==> src/rtl/fmg_pkg.sv <==
package fmg_pkg;
  // sequence-reset qualifier states
  typedef enum logic [1:0] {
    QS_IDLE  = 2'd0,  // no valid seen while high
    QS_ARMED = 2'd1,  // valid seen while high, waiting for fall
    QS_WAIT  = 2'd2   // fall seen, waiting for valid while low
  } qual_st_e;
endpackage

==> src/rtl/fmg_seq_qual.sv <==
module fmg_seq_qual #(
  parameter int SYNC_STAGES = 2
) (
  input  logic clk,
  input  logic rst,
  input  logic seq_start,
  input  logic din_valid,
  output logic seq_clr
);
  import fmg_pkg::*;

  localparam int SW = SYNC_STAGES + 1;

  logic [SW-1:0]          seq_sh;
  logic [SYNC_STAGES-1:0] dv_sh;
  qual_st_e               st_q;
  logic                   seq_lvl, seq_fall, dv_lvl;

  // synchronizer chains plus one edge register on the sequence input
  always_ff @(posedge clk) begin
    if (rst) begin
      seq_sh <= '0;
      dv_sh  <= '0;
    end else begin
      seq_sh <= {seq_sh[SW-2:0], seq_start};
      dv_sh  <= {dv_sh[SYNC_STAGES-2:0], din_valid};
    end
  end

  assign seq_lvl  = seq_sh[SYNC_STAGES-1];
  assign seq_fall = seq_sh[SW-1] & ~seq_lvl;
  assign dv_lvl   = dv_sh[SYNC_STAGES-1];

  always_ff @(posedge clk) begin
    if (rst) begin
      st_q    <= QS_IDLE;
      seq_clr <= 1'b0;
    end else begin
      seq_clr <= 1'b0;
      unique case (st_q)
        QS_IDLE: begin
          if (seq_lvl && dv_lvl) st_q <= QS_ARMED;
        end
        QS_ARMED: begin
          if (seq_fall) st_q <= QS_WAIT;
        end
        QS_WAIT: begin
          if (seq_lvl) begin
            st_q <= dv_lvl ? QS_ARMED : QS_IDLE;
          end else if (dv_lvl) begin
            st_q    <= QS_IDLE;
            seq_clr <= 1'b1;
          end
        end
        default: st_q <= QS_IDLE;
      endcase
    end
  end
endmodule

==> src/rtl/fmg_gap_ctrl.sv <==
module fmg_gap_ctrl #(
  parameter int CNT_W = 5
) (
  input  logic             clk,
  input  logic             rst,
  input  logic             frame_bnd,
  input  logic             gap_en,
  input  logic [CNT_W-1:0] chk_cnt,
  output logic             rd_en,
  output logic             fstart,
  output logic             frm_go
);
  logic [CNT_W-1:0] rem_q;
  logic [CNT_W-1:0] gap_len;
  logic             busy;

  assign busy    = (rem_q != '0);
  assign gap_len = gap_en ? chk_cnt : '0;
  // a frame start is taken only while a symbol is actually read
  assign frm_go  = frame_bnd & rd_en & ~busy;

  always_ff @(posedge clk) begin
    if (rst) begin
      rem_q  <= '0;
      rd_en  <= 1'b0;
      fstart <= 1'b0;
    end else if (busy) begin
      rem_q  <= rem_q - 1'b1;
      fstart <= 1'b1;
      rd_en  <= (rem_q == CNT_W'(1));
    end else if (frm_go) begin
      rem_q  <= gap_len;
      fstart <= 1'b1;
      rd_en  <= (gap_len == '0);
    end else begin
      fstart <= 1'b0;
      rd_en  <= 1'b1;
    end
  end
endmodule

==> src/rtl/fmg_frame_tag.sv <==
module fmg_frame_tag #(
  parameter int FCNT_W = 4
) (
  input  logic clk,
  input  logic rst,
  input  logic frm_go,
  input  logic seq_clr,
  output logic first_seq
);
  localparam logic [FCNT_W-1:0] FC_MAX = '1;

  // frame index since the last sequence reset; saturated means "none yet"
  logic [FCNT_W-1:0] fidx_q;

  always_ff @(posedge clk) begin
    if (rst) begin
      fidx_q    <= FC_MAX;
      first_seq <= 1'b0;
    end else begin
      first_seq <= frm_go && (fidx_q == '0);
      if (seq_clr)
        fidx_q <= '0;
      else if (frm_go && fidx_q != FC_MAX)
        fidx_q <= fidx_q + 1'b1;
    end
  end
endmodule

==> src/rtl/frame_mark_gap.sv <==
module frame_mark_gap #(
  parameter int CNT_W       = 5,
  parameter int FCNT_W      = 4,
  parameter int SYNC_STAGES = 2
) (
  input  logic             clk,
  input  logic             rst,
  input  logic             frame_bnd,
  input  logic             gap_en,
  input  logic [CNT_W-1:0] chk_cnt,
  input  logic             seq_start,
  input  logic             din_valid,
  output logic             rd_en,
  output logic             fstart,
  output logic             first_seq
);
  logic frm_go;
  logic seq_clr;

  fmg_gap_ctrl #(.CNT_W(CNT_W)) u_gap (
    .clk       (clk),
    .rst       (rst),
    .frame_bnd (frame_bnd),
    .gap_en    (gap_en),
    .chk_cnt   (chk_cnt),
    .rd_en     (rd_en),
    .fstart    (fstart),
    .frm_go    (frm_go)
  );

  fmg_seq_qual #(.SYNC_STAGES(SYNC_STAGES)) u_qual (
    .clk       (clk),
    .rst       (rst),
    .seq_start (seq_start),
    .din_valid (din_valid),
    .seq_clr   (seq_clr)
  );

  fmg_frame_tag #(.FCNT_W(FCNT_W)) u_tag (
    .clk       (clk),
    .rst       (rst),
    .frm_go    (frm_go),
    .seq_clr   (seq_clr),
    .first_seq (first_seq)
  );
endmodule

==> config.mk <==
export PLATFORM = sky130hd
export DESIGN_NAME = frame_mark_gap
export DESIGN_NICKNAME = d
export VERILOG_FILES = /design/src/rtl/fmg_pkg.sv /design/src/rtl/fmg_seq_qual.sv /design/src/rtl/fmg_gap_ctrl.sv /design/src/rtl/fmg_frame_tag.sv /design/src/rtl/frame_mark_gap.sv
export SDC_FILE = /design/constraint.sdc
export NUM_CORES = 1
export LEC_CHECK = 0
export BUFFER_PORTS_ARGS = -buffer_cell sky130_fd_sc_hd__buf_2
export CAP_MARGIN = 40
export CORE_ASPECT_RATIO = 1.5
export CORE_MARGIN = 5
export CORE_UTILIZATION = 45
export CTS_BUF_LIST = sky130_fd_sc_hd__clkbuf_2 sky130_fd_sc_hd__clkbuf_4 sky130_fd_sc_hd__clkbuf_8
export DETAILED_ROUTE_END_ITERATION = 8
export GPL_TIMING_DRIVEN = 0
export PLACE_DENSITY = 0.7
export SLEW_MARGIN = 20
export SYNTH_ARGS = -nofsm -noshare
export SYNTH_HDL_FRONTEND = slang
export SYNTH_SLANG_ARGS = --single-unit
export TNS_END_PERCENT = 100
==> constraint.sdc <==
create_clock -name clk -period 4.1 [get_ports clk]
set_input_delay 0.615 -clock clk [delete_from_list [all_inputs] [get_ports clk]]
set_output_delay 0.615 -clock clk [all_outputs]
set_load 0.1 [all_outputs]
==> summary by stage <==
Outcome
The flow ran to the end, and the final reports show no timing, DRC or antenna violations.

Layout
The area growth from synthesis to final layout is 11.2%. The most common cell after layout, fill and taps aside is sky130_fd_sc_hd__dfxtp_1. The total inserted antenna cells is 0. The layout has 214 filler cells. The count of nets after finishing is 138. The final core utilization is between 50% and 60%.

The top cell types in the final layout, fill and taps aside, are sky130_fd_sc_hd__dfxtp_1 (20), sky130_fd_sc_hd__buf_2 (12), sky130_fd_sc_hd__nor2b_1 (10), sky130_fd_sc_hd__a21oi_1 (7). Of the cells placed in the final design, the portion with a size suffix greater than 1 is 20.0%.

Detailed routing
The initial DRC count is 23. After detailed routing, the total wire length is 2020 um. The number of iterations in the first detailed-routing pass is 4. After detailed routing, the average wire length per cell comes to between 10 and 15 um. The vias after detailed routing is 822.

For this run, design rule violations remaining after detail routing come to 0. In this run the remaining antenna-violating nets after routing total 0. The vias per cell is 5.75.

Synthesis
Counting flops and latches in the post-synthesis netlist gives 20. The number of enable-type register cells in the synthesized netlist is 0. The synthesized netlist devotes 17.9% of its cell area to compound gates. After Yosys synthesis, full adders, half adders and majority gates account for 6.29% of the synthesized area. The gate count of the mapped netlist is around 110. After synthesis, the mean cell area works out to between 9 and 10 um2. The share of synthesized flip-flops with an asynchronous set or reset is 0%. The number of warnings reported in the yosys synthesis log is 0. The fraction of the yosys area taken by sequential cells is 40.3%. After synthesis, the share of cell area in mux cells is 0%. The main combinational cell family by area after synthesis is simple AND/OR/NAND/NOR gates. The dominant synthesized flop cell is sky130_fd_sc_hd__dfxtp_1. The net count after synthesis is ~120. Yosys mapped the design onto 34 distinct sky130hd cell types.

The post-synthesis simple-gate area fraction is 28.6%. The share of the synthesized netlist area taken by xor and xnor gates is 1.76%. The cell area that synthesis handed to floorplanning was 995 um2.

Clocking
The number of setup buffers added after CTS is 0. The count of cells resized by post-cts repair is 0. The clock insertion delay at the later pin of the skew report is 300 ps. The TritonCTS buffer count is 3. The clock sink count is 20.

In this run the number of H-tree levels came out at 1. The clock transition time at the flip-flop clock pins of the worst setup and hold paths is 110 ps. In this run, post-CTS hold repair placed 0 buffers. CTS placed an instance of sky130_fd_sc_hd__clkbuf_4 at the clock tree root.

The maximum root-to-sink buffer count is 2. TritonCTS built the clock tree.

Timing
Setup repair after global routing left no endpoint under its margin. The transition at the pin with the smallest max-transition slack is 518 ps. The final max-slew violation count came to 0.

The final count of negative-setup-slack endpoints is 0. The final sum of negative setup slack is 0 ps. The highest clock rate is around 560 MHz. The hold violation total from the final report is 0. The share of the clock period used by the worst path is 43.2%. The final clock skew is 6.12 ps.

Measured against its own limit, the worst slew margin works out to about two thirds. The shortest period the worst path allows is 1770 ps.

Critical path
Of all nets on the critical path, the largest fanout is 10. The critical path data required time is ~4300 ps. The worst setup path is launched from a flip-flop. The critical path goes through inv_1 -> ha_1 -> or4b_4 -> buf_6 -> a21oi_1 -> a211oi_2. The slowest cell on the critical path is sky130_fd_sc_hd__or4b_4. The worst setup path is of the reg2reg kind. The largest single stage delay on the critical path is 510 ps. STA classifies the critical path endpoint as a flip-flop.

Data on the critical path arrives at its endpoint at 1940 ps.

Run
Across the run, the number of max-cap violations was 0.

Global routing
The first global-routing pass estimated approximately 3700 um of wire. In the global route stage, met2 resource usage came out at around 26%. Global routing consumed, over all layers together, 14.4% of the routing resources.

The number of global-route vias before repair is 869. Entering global routing, the biggest net connects 11 pins. The initial antenna violation count is 0.

The busiest layer in global routing is met2. For this run, global-route usage on met1 was measured as 14.6%. The fraction of met3 tracks used by global routing is 3.31%. The total congestion overflow after global routing is 0.

Power and ir drop
Per report_power, the combinational group accounts for 50.0% of the total. Across the VDD grid, the largest voltage drop is 0.000242 V. Summed over all nets, the switching power comes to between 300 and 400 uW. In this run, the clock network consumes 12.9% of the power. In this run switching power makes up 43.2% of total power.

Overall power consumption after layout is estimated at slightly above 700 uW. The internal portion of the total power is 401 uW. The power density over cell area is between 600 and 700 mW/mm2. The leakage power is approximately 0.00047 uW. The sequential group share of total power is 37.0%.

Floorplan
The chip width is 48.4 um. Pin placement for this block handled 14 I/O pins. The core outline area is around 0.0022 mm2.

The starting density of the core is ~46%. The die height is between 60 and 70 um. The die covers 0.00327 mm2. The number of rows created at floorplan is 21.

Hold path
The path class of the tightest hold or removal check is reg2reg.

Placement
Routability-driven placement finished with a final weighted congestion of 0.796. The HPWL after detailed placement is between 1500 and 2000 um. The number of input and output port buffers inserted is 12.
registers in the layout (all words and copies together), names as in the netlist:
signal	count
u_gap.fstart	1
u_gap.rd_en	1
u_gap.rem_q	5
u_qual.dv_sh	2
u_qual.seq_clr	1
u_qual.seq_sh	3
u_qual.st_q	2
u_tag.fidx_q	4
u_tag.first_seq	1
metrics by stage:
| stage | hold WS, ps | worst slack, ps | instances | instance area, um2 |
|---|---|---|---|---|
| after floorplan | 414 | 2240 | 105 | 995 |
| after CTS | 458 | 2350 | 143 | 1110 |
| after global placement | 421 | 2380 | 140 | 1080 |
| final | 452 | 2330 | 143 | 1110 |
| after global routing | 472 | 2200 | 143 | 1110 |
| after detailed placement | 430 | 2380 | 140 | 1080 |
layout make-up:
cell class	instances	area (um2)	share of cell area [%]
flip-flops and latches	20	400	36.2
plain buffers	4	30.0	2.71
repair buffers	12	60.1	5.43
inverters	6	22.5	2.04
clock buffers	3	22.5	2.04
multi-input cells	75	542	49.0
well taps	23	28.8	2.60
layer usage:
layer / up-vias / share of wire (%)
met5: - / 0
met4: 0 / 1.8
met3: 4 / 5.3
met2: 28 / 51
met1: 372 / 42
li1: 418 / -
power by group through the flow:
stage / combinational, uW / clock (uW) / sequential (uW)
2_1_floorplan: 232 / 0 / 321
3_3_place_gp: 347 / 0 / 264
3_5_place_dp: 356 / 0 / 266
4_1_cts: 357 / 93.5 / 262
5_1_grt: 384 / 102 / 268
6_report: 353 / 91.3 / 262
cells by family after synthesis:
kind of cell    Yosys count
compound gates           25
xor+xnor                  2
fa+ha+maj                 5
buf+inv                  10
flops                    20
simple gates             43
path summary, 6_finish.rpt:
check	to	from	cells past startpoint	slack, ps
hold / removal	u_qual.seq_sh[1]	u_qual.seq_sh[0]	1	450
setup reg to reg	u_gap.rem_q[4]	u_gap.rem_q[0]	6	2330
hold reg to reg	u_qual.seq_sh[1]	u_qual.seq_sh[0]	1	450
setup / recovery	u_gap.rem_q[4]	u_gap.rem_q[0]	6	2330
critical path, delay by kind of cell (launching register included):
kind,cells,cell delay [ps]
AO/OA/AOI/OAI,2,260
adder cells (fa/ha/maj),1,230
flip-flops,1,360
AND/OR/NAND/NOR,1,510
buffers and inverters,2,280
cell usage after synthesis, types with 3 or more instances:
| master | instances | area share (%) |
|---|---|---|
| sky130_fd_sc_hd__nor2_1 | 3 | 1.1 |
| sky130_fd_sc_hd__dfxtp_1 | 20 | 40 |
| sky130_fd_sc_hd__inv_1 | 6 | 2.3 |
| sky130_fd_sc_hd__nor2b_1 | 10 | 6.3 |
| sky130_fd_sc_hd__and3_1 | 3 | 1.9 |
| sky130_fd_sc_hd__nor3_1 | 3 | 1.5 |
| sky130_fd_sc_hd__a21oi_1 | 7 | 3.5 |
| sky130_fd_sc_hd__nand4_1 | 3 | 1.9 |
| sky130_fd_sc_hd__nand3_1 | 5 | 2.5 |
| sky130_fd_sc_hd__nand2_1 | 6 | 2.3 |
| sky130_fd_sc_hd__a211oi_2 | 3 | 3.8 |
| sky130_fd_sc_hd__ha_1 | 5 | 6.3 |
| sky130_fd_sc_hd__a31oi_1 | 3 | 1.9 |
No activity file was read; power rests on OpenSTA's default activity.
